[src/rtl/ctl_seq_pkg.sv]
`timescale 1ns/1ps
package ctl_seq_pkg;
   localparam int SEQ_STATE_W    = 3;
   localparam int SEQ_NUM_STEPS  = 5;
   localparam int SEQ_COPIES     = 3;
   localparam int SEQ_MEM_IDX    = 3;

   typedef enum logic [SEQ_STATE_W-1:0] {
      STEP_FETCH  = 3'd0,
      STEP_DECODE = 3'd1,
      STEP_EXEC   = 3'd2,
      STEP_MEM    = 3'd3,
      STEP_WB     = 3'd4
   } seq_step_e;
endpackage

[src/rtl/tmr_bit_cell.sv]
`timescale 1ns/1ps
module tmr_bit_cell #(
   parameter int   COPIES    = 3,
   parameter int   VOTE_IMPL = 0,
   parameter logic RST_VAL   = 1'b0
) (
   input  logic              clk,
   input  logic              rst_n,
   input  logic              d_i,
   input  logic [COPIES-1:0] inj_i,
   output logic              q_o,
   output logic              mismatch_o
);
   localparam int MAJ = COPIES / 2 + 1;

   if (COPIES != 3) begin : g_copies_chk
      $error("tmr_bit_cell supports exactly three copies");
   end
   if (VOTE_IMPL < 0 || VOTE_IMPL > 1) begin : g_impl_chk
      $error("tmr_bit_cell VOTE_IMPL must be 0 or 1");
   end

   logic [COPIES-1:0] copy_q;

   always_ff @(posedge clk or negedge rst_n) begin
      if (!rst_n) begin
         copy_q <= {COPIES{RST_VAL}};
      end else begin
         copy_q <= {COPIES{d_i}} ^ inj_i;
      end
   end

   if (VOTE_IMPL == 0) begin : g_vote_gates
      assign q_o = (copy_q[0] & copy_q[1]) | (copy_q[1] & copy_q[2]) |
                   (copy_q[0] & copy_q[2]);
   end else begin : g_vote_count
      always_comb begin
         q_o = ($countones(copy_q) >= MAJ);
      end
   end

   assign mismatch_o = !((&copy_q) || !(|copy_q));


   scrub_chk: assert property (@(posedge clk) disable iff (!rst_n)
      (inj_i == '0) |=> !mismatch_o);
endmodule

[src/rtl/seq_next_state.sv]
`timescale 1ns/1ps
module seq_next_state #(
   parameter int STATE_W   = 3,
   parameter int NUM_STEPS = 5
) (
   input  logic [STATE_W-1:0] cur_i,
   input  logic               step_done,
   output logic [STATE_W-1:0] nxt_o
);
   localparam logic [STATE_W-1:0] LAST  = STATE_W'(NUM_STEPS - 1);
   localparam logic [STATE_W-1:0] FIRST = '0;

   if (NUM_STEPS > (1 << STATE_W) || NUM_STEPS < 2) begin : g_steps_chk
      $error("seq_next_state: NUM_STEPS does not fit STATE_W");
   end

   always_comb begin
      if (cur_i > LAST) begin
         nxt_o = FIRST;
      end else if (!step_done) begin
         nxt_o = cur_i;
      end else if (cur_i == LAST) begin
         nxt_o = FIRST;
      end else begin
         nxt_o = cur_i + 1'b1;
      end
   end
endmodule

[src/rtl/seq_strobe_dec.sv]
`timescale 1ns/1ps
module seq_strobe_dec #(
   parameter int STATE_W   = 3,
   parameter int NUM_STEPS = 5,
   parameter int MEM_IDX   = 3
) (
   input  logic [STATE_W-1:0]   state_i,
   input  logic                 is_ldst,
   output logic [NUM_STEPS-1:0] stb_o,
   output logic                 mem_req_o
);
   if (MEM_IDX >= NUM_STEPS) begin : g_mem_chk
      $error("seq_strobe_dec: MEM_IDX outside the step range");
   end

   for (genvar i = 0; i < NUM_STEPS; i++) begin : g_stb
      assign stb_o[i] = (state_i == STATE_W'(i));
   end

   assign mem_req_o = stb_o[MEM_IDX] & is_ldst;
endmodule

[src/rtl/ctl_seq_tmr.sv]
`timescale 1ns/1ps
module ctl_seq_tmr
   import ctl_seq_pkg::*;
#(
   parameter int STATE_W   = SEQ_STATE_W,
   parameter int NUM_STEPS = SEQ_NUM_STEPS,
   parameter int COPIES    = SEQ_COPIES,
   parameter int MEM_IDX   = SEQ_MEM_IDX,
   parameter int VOTE_IMPL = 0,
   localparam int INJ_W    = STATE_W * COPIES
) (
   input  logic                 clk,
   input  logic                 rst_n,
   input  logic                 step_done,
   input  logic                 is_ldst,
   input  logic [INJ_W-1:0]     inj_mask,
   output logic [STATE_W-1:0]   state_o,
   output logic [NUM_STEPS-1:0] stage_stb_o,
   output logic                 mem_req_o,
   output logic                 upset_o
);
   localparam logic [STATE_W-1:0] LAST_CODE = STATE_W'(NUM_STEPS - 1);
   localparam logic [STATE_W-1:0] MEM_CODE  = STATE_W'(MEM_IDX);

   if (COPIES != 3) begin : g_copies_chk
      $error("ctl_seq_tmr: three copies per bit are required");
   end

   logic [STATE_W-1:0] voted;
   logic [STATE_W-1:0] nxt;
   logic [STATE_W-1:0] bit_mm;

   seq_next_state #(
      .STATE_W  (STATE_W),
      .NUM_STEPS(NUM_STEPS)
   ) i_next (
      .cur_i    (voted),
      .step_done(step_done),
      .nxt_o    (nxt)
   );

   for (genvar b = 0; b < STATE_W; b++) begin : g_bit
      tmr_bit_cell #(
         .COPIES   (COPIES),
         .VOTE_IMPL(VOTE_IMPL),
         .RST_VAL  (1'b0)
      ) i_cell (
         .clk       (clk),
         .rst_n     (rst_n),
         .d_i       (nxt[b]),
         .inj_i     (inj_mask[b*COPIES +: COPIES]),
         .q_o       (voted[b]),
         .mismatch_o(bit_mm[b])
      );
   end

   seq_strobe_dec #(
      .STATE_W  (STATE_W),
      .NUM_STEPS(NUM_STEPS),
      .MEM_IDX  (MEM_IDX)
   ) i_dec (
      .state_i  (voted),
      .is_ldst  (is_ldst),
      .stb_o    (stage_stb_o),
      .mem_req_o(mem_req_o)
   );

   assign state_o = voted;
   assign upset_o = |bit_mm;


   reset_state_chk: assert property (@(posedge clk) disable iff (!rst_n)
      $rose(rst_n) |-> (state_o == '0));


   hold_chk: assert property (@(posedge clk) disable iff (!rst_n)
      (!step_done && inj_mask == '0 && state_o <= LAST_CODE) |=> $stable(state_o));


   wrap_chk: assert property (@(posedge clk) disable iff (!rst_n)
      (step_done && inj_mask == '0 && state_o == LAST_CODE) |=> (state_o == '0));


   onehot_chk: assert property (@(posedge clk) disable iff (!rst_n)
      $onehot0(stage_stb_o) && ((state_o <= LAST_CODE) == (stage_stb_o != '0)));


   memreq_chk: assert property (@(posedge clk) disable iff (!rst_n)
      mem_req_o |-> (state_o == MEM_CODE && is_ldst));


   illegal_chk: assert property (@(posedge clk) disable iff (!rst_n)
      (state_o > LAST_CODE && inj_mask == '0) |=> (state_o == '0));
endmodule

[config.mk]
export PLATFORM = sky130hd
export DESIGN_NAME = ctl_seq_tmr
export DESIGN_NICKNAME = d
export VERILOG_FILES = /design/src/rtl/ctl_seq_pkg.sv /design/src/rtl/tmr_bit_cell.sv /design/src/rtl/seq_next_state.sv /design/src/rtl/seq_strobe_dec.sv /design/src/rtl/ctl_seq_tmr.sv
export SDC_FILE = /design/constraint.sdc
export NUM_CORES = 1
export LEC_CHECK = 0
export BUFFER_PORTS_ARGS = -buffer_cell sky130_fd_sc_hd__buf_2
export CORE_AREA = 5 5 42 44
export CTS_BUF_LIST = sky130_fd_sc_hd__clkbuf_4 sky130_fd_sc_hd__clkbuf_8
export CTS_CLUSTER_DIAMETER = 200
export CTS_CLUSTER_SIZE = 24
export DETAILED_ROUTE_END_ITERATION = 16
export DIE_AREA = 0 0 47 49
export PLACE_DENSITY_LB_ADDON = 0.3
export SLEW_MARGIN = 15
export SYNTH_ARGS = -nofsm -noshare
export SYNTH_HDL_FRONTEND = slang
export SYNTH_SLANG_ARGS = --single-unit
[constraint.sdc]
create_clock -name clk -period 2.3 [get_ports clk]
set_input_delay 0.23 -clock clk [delete_from_list [all_inputs] [get_ports clk]]
set_output_delay 0.23 -clock clk [all_outputs]
set_load 0.01 [all_outputs]
==> Yosys cells after proc, flatten, opt, wreduce, memory -nomap -nowiden <==
Index checks and enable logic that the tools add are counted.
{ "word_totals": {"wordCells": 48, "reg_bits": 9, "out_inout_bits": 10} }
{ "op_classes": {"n_eq_ne": 4, "n_addsub": 1, "magnitude_cmp": 1, "n_reduce_logical": 17, "mux": 3, "bitwise_logic": 19} }
{ "ops": {"columns": ["operator", "count"], "rows": [
  ["OR reduction 3 bit", 4],
  ["AND 1 bit", 10],
  ["2-to-1 mux 3 bit", 3],
  ["AND reduction 3 bit", 3],
  ["bitwise XOR 3 bit", 3],
  ["equality test 3 x 2 -> 1 bit, second input constant", 2],
  ["zero test 1 bit", 6],
  ["bitwise OR 1 bit", 6],
  ["adder 3 x 1 -> 3 bit, second input constant", 1],
  ["equality test 3 x 1 -> 1 bit, second input constant", 1],
  ["equality test 3 bit, second input constant", 1],
  ["> comparator 3 bit, second input constant", 1],
  ["zero test 3 bit", 1],
  ["logical OR 1 bit", 3]
]} }

==> Logic depth before layout (Yosys ltp) <==
{ "logic_depth": {"ltp_word": 8, "depth_mapped": 6} }

==> Cells and area by module <==
Synthesis repeated with hierarchy kept, for this count alone.
{ "unflattened": {"cells_unflattened": 50, "hier_area_um2": 529.3} }
{ "modules_own_cells": {"columns": ["mod", "cells_per_inst", "seq_area_each_um2", "area_per_inst_um2", "instances"], "rows": [
  ["tmr_bit_cell", 10, 75.1, 127.6, 3],
  ["seq_next_state", 13, 0.0, 92.6, 1],
  ["seq_strobe_dec", 6, 0.0, 47.5, 1],
  ["ctl_seq_tmr", 1, 0.0, 6.3, 1]
]} }

==> Worst setup path after synthesis <==
Ideal clock, no wire load.
{ "synth_path": {"kind": "reg2reg", "startpoint": "register g_bit[0].i_cell.copy_q[0]", "endpoint": "register g_bit[2].i_cell.copy_q[0]", "path_buffers": 0, "t_arrival_ps": 1662, "required_ps": 2176, "stages_incl_launch_ff": 7, "synth_period_minus_slack_ps": 1786, "setup_slack_ps": 514, "path_cell_list": "dfrtp_1 -> maj3_2 -> ha_1 -> ha_1 -> nor2_1 -> mux2i_4 -> xnor2_1"} }
{ "synth_between": {"elab_chain_cells": 8, "word_cells_on_any_way": 11} }
{ "synth_lines": {"columns": ["item", "line", "rtl"], "rows": [
  ["start: declaration", "tmr_bit_cell.sv:23", "logic [COPIES-1:0] copy_q;"],
  ["start signal: assignment", "tmr_bit_cell.sv:27", "copy_q <= {COPIES{RST_VAL}};"],
  ["start signal: assignment", "tmr_bit_cell.sv:29", "copy_q <= {COPIES{d_i}} ^ inj_i;"],
  ["AND 1 bit", "tmr_bit_cell.sv:34", "assign q_o = (copy_q[0] & copy_q[1]) | (copy_q[1] & copy_q[2]) |"],
  ["bitwise OR 1 bit", "tmr_bit_cell.sv:34", null],
  ["bitwise OR 1 bit (*)", "tmr_bit_cell.sv:34", null],
  ["named net g_bit[0].i_cell.q_o", "tmr_bit_cell.sv:11", "output logic q_o,"],
  ["adder 3 x 1 -> 3 bit / equality test 3 bit (equally long branches)", "seq_next_state.sv:25, seq_next_state.sv:22", null],
  ["2-to-1 mux 3 bit", "seq_next_state.sv:22", "end else if (cur_i == LAST) begin"],
  ["2-to-1 mux 3 bit", "seq_next_state.sv:20", "end else if (!step_done) begin"],
  ["2-to-1 mux 3 bit (*)", "seq_next_state.sv:18", "if (cur_i > LAST) begin"],
  ["bitwise XOR 3 bit (*)", "tmr_bit_cell.sv:29", null],
  ["end signal: assignment", "tmr_bit_cell.sv:27", null],
  ["end signal: assignment", "tmr_bit_cell.sv:29", null],
  ["end: declaration", "tmr_bit_cell.sv:23", null]
]} }
Mark *: on every way through the listed nets, which the timed path passes. The rest lies on a longest branch.

==> Final worst setup path <==
{ "layout_path": {"startpoint": "register g_bit[0].i_cell.copy_q[2]", "endpoint": "output port mem_req_o"} }
{ "layout_between": {"elab_chain_cells": 5, "word_cells_on_any_way": 6} }
{ "layout_lines": {"columns": ["item", "line", "rtl"], "rows": [
  ["AND 1 bit", "tmr_bit_cell.sv:34", null],
  ["bitwise OR 1 bit", "tmr_bit_cell.sv:34", null],
  ["bitwise OR 1 bit (*)", "tmr_bit_cell.sv:34", null],
  ["equality test 3 x 2 -> 1 bit (*)", "seq_strobe_dec.sv:17", "assign stb_o[i] = (state_i == STATE_W'(i));"],
  ["AND 1 bit (*)", "seq_strobe_dec.sv:20", "assign mem_req_o = stb_o[MEM_IDX] & is_ldst;"],
  ["end: declaration", "ctl_seq_tmr.sv:19", "output logic mem_req_o,"]
]} }
Every way passes the cells marked *; elsewhere a longest branch is shown, timed or not.

==> results.txt <==
run status -> finished, final reports clean
Pins Over Slew Limit -> 0
post-cts sizing count -> 0
GR Util met2 -> 0.1674
residual DRC count -> 0
routed vias -> 446
clock network fraction of design power -> 0.101
Post-CTS Setup Inserts -> 0
cts bufs inserted -> 3
area grow syn2layout -> 24.07%
Worst EP arrival -> 1.77 ns
minimum clock period -> 2.000 ns
Core Rows -> 14
WHS Path Cells -> 2
Post-Syn Nets -> 69
Final period util -> 0.8694
Hold Startpoint -> inj_mask[2]
R2R setup slack -> 0.44 ns
vias per cell -> 4.848
Post-Synthesis Cells -> 52
GR Util met1 -> 0.1199
Setup CP Type -> register to output port
Critical Path End Type -> output port
MaxCap Viol Count -> 0
combinational share of power -> 0.649
Worst EP required -> 2.07 ns
Die Span Y -> 49 µm
GRT overflow -> 0
die area -> 0.002303 mm²
Hold Path Class -> primary input to register
clock sink count -> 9
Final Power -> 1.244 mW
Seq cells post-synth -> 9
final worst slack -> 0.3003 ns
# H-tree levels -> 1
worst r2r src -> g_bit[0].i_cell.copy_q[2]
Critical Path Fanout Max -> 8
RR Endpoint -> g_bit[2].i_cell.copy_q[0]
CTS tree -> built
Post-Route WL -> 1098 µm
Starting Density -> 0.4304
post-synth top area cell -> dfrtp_1
worst reg2reg path depth -> 6
Largest Register -> g_bit.i_cell.copy_q
Hold Buf Count CTS -> 1
first-pass GRT wire length -> 1745 µm
Worst slew margin -> 0.8686
setup violators final -> 0
Worst-path clk slew -> 0.07 ns
clock root cell -> clkbuf_4
Sw Pwr -> 0.5486 mW
internal power -> 0.6950 mW
first-pass detailed-route iteration total -> 4
RSZ-0062 raised after global routing -> false
number of primary I/O pins -> 23
leakage power -> 0.3647 nW
Synth cell types -> 24
synth warn -> 0
fmax -> 500.1 MHz
initial antenna violation count -> 0
worst ir drop on vdd -> 744.0 µV
Avg Cell Area, Syn -> 11.60 µm²
register area share after synthesis -> 0.3734
DR WL/cell -> 11.93 µm
final clock skew -> 0.004765 ns
GR peak layer -> met2
DRT iter0 DRCs -> 2
Critical path origin -> g_bit[0].i_cell.copy_q[2]
setup TNS -> 0 ns
Final HPWL DP -> 877.6 µm
clock latency on the worst-skew pair -> 0.26 ns
largest registers -> g_bit.i_cell.copy_q x9
Hold Path End -> g_bit[0].i_cell.copy_q[2]
vias in the first global route -> 429
# port buffers -> 22
top cells by area, synth -> dfrtp_1 37%, xnor2_1 10%, ha_1 8.3%, xor2_1 4.4%, buf_4 3.7%
Startpoint Class -> register
final hold viol count -> 0
Nets -> 94
Synth Cell Area -> 603.1 µm²
GRT Util Overall -> 0.1066
GP Congestion -> 0.6940
largest net degree at the start of global routing -> 11
PD cells -> 1662 mW/mm²
Post-DRT Antenna Nets -> 0
clock buffer depth -> 2
worst slew pin tran -> 0.1930 ns
switching share of power -> 0.4411
Finished Core Util -> 0.5339
number of flip-flops in the largest register -> 9
core area -> 0.001401 mm²
layout cells sized above 1 -> 0.4868
met3 usage -> 0.01845
pre-CTS WS -> 0.4269 ns
Synth top area share -> 0.3734
antenna cells -> 0
register share of total power -> 0.250
Die Wd -> 47 µm
metrics by stage:
stage	instances	area, µm²	hold WS (ns)
final	92	748.2	0.1404
after global routing	92	748.2	0.1379
after CTS	92	748.2	0.1414
after detailed placement	87	710.7	0.09413
after global placement	87	710.7	0.08788
after floorplan	52	603.1	-0.06559
cell usage after synthesis:
cell type / number
buf_4: 3
nor3_1: 2
xor2_1: 3
o21ai_0: 1
and2_1: 1
inv_1: 4
nor2_2: 1
or3_2: 1
and2b_2: 2
a31oi_4: 1
mux2i_4: 1
or3_1: 1
dfrtp_1: 9
ha_1: 4
a22oi_1: 1
o21ai_1: 1
maj3_4: 1
nor3b_2: 1
maj3_2: 2
nand3_1: 2
and3_1: 1
nor2_1: 1
nor3b_4: 1
xnor2_1: 7
metal layers:
metal / vias to the layer above / wire length, µm / part of all wire
li1: 220 / - / -
met1: 212 / 416 / 0.38
met2: 12 / 576 / 0.52
met3: 2 / 77 / 0.070
met4: 0 / 28 / 0.026
met5: - / 0 / 0
placed cells by master, fill, tap and decap left out, types with 2 or more instances in the layout:
| cell type | Yosys | layout |
|---|---|---|
| dfrtp_1 | 9 | 9 |
| clkbuf_4 | 0 | 3 |
| inv_1 | 4 | 4 |
| and2b_2 | 2 | 2 |
| nor3_1 | 2 | 2 |
| maj3_2 | 2 | 2 |
| buf_2 | 0 | 22 |
| nand3_1 | 2 | 2 |
| xor2_1 | 3 | 3 |
| xnor2_1 | 7 | 7 |
| ha_1 | 4 | 4 |
how the worst max path moves through the flow:
stage / end / cells after the start
after global placement: g_bit[2].i_cell.copy_q[0] / 6
after floorplan: g_bit[2].i_cell.copy_q[0] / 6
after global routing: mem_req_o / 5
after CTS: mem_req_o / 5
final: mem_req_o / 5
after detailed placement: g_bit[2].i_cell.copy_q[0] / 6
area by class of cell:
type | instances | area [µm²]
clock buffers | 3 | 22.52
clock inverters | 1 | 5.005
fillers | 143 | 653.1
inverters | 4 | 15.01
multi-input cells | 36 | 340.3
flip-flops and latches | 9 | 225.2
well taps | 16 | 20.02
repair buffers | 23 | 120.1
power by group through the flow:
stage | clock network [mW] | registers, mW | logic, mW
after floorplan | 0 | 0.301 | 0.691
after global placement | 0 | 0.312 | 0.808
after detailed placement | 0 | 0.316 | 0.819
after CTS | 0.127 | 0.312 | 0.824
after global routing | 0.135 | 0.323 | 0.894
final | 0.126 | 0.311 | 0.807
logic make-up (layout without fill, tap and decap cells):
family                   after synthesis  after routing  share of synthesized area
AND/OR/NAND/NOR                       14             14                     0.1743
XOR/XNOR                              10             10                     0.1452
flip-flops                             9              9                     0.3735
adder cells (fa/ha/maj)                7              7                     0.1431
buffers and inverters                  7             31                    0.06223
AO/OA/AOI/OAI                          4              4                    0.06430
multiplexers                           1              1                    0.03734
worst max-delay path: stages (launching register included):
cell and delay, ns:
dfrtp_1 0.40, maj3_2 0.41, ha_1 0.24, ha_1 0.20, and2_1 0.13, buf_2 0.13
Power figures use the tool's default switching activity.
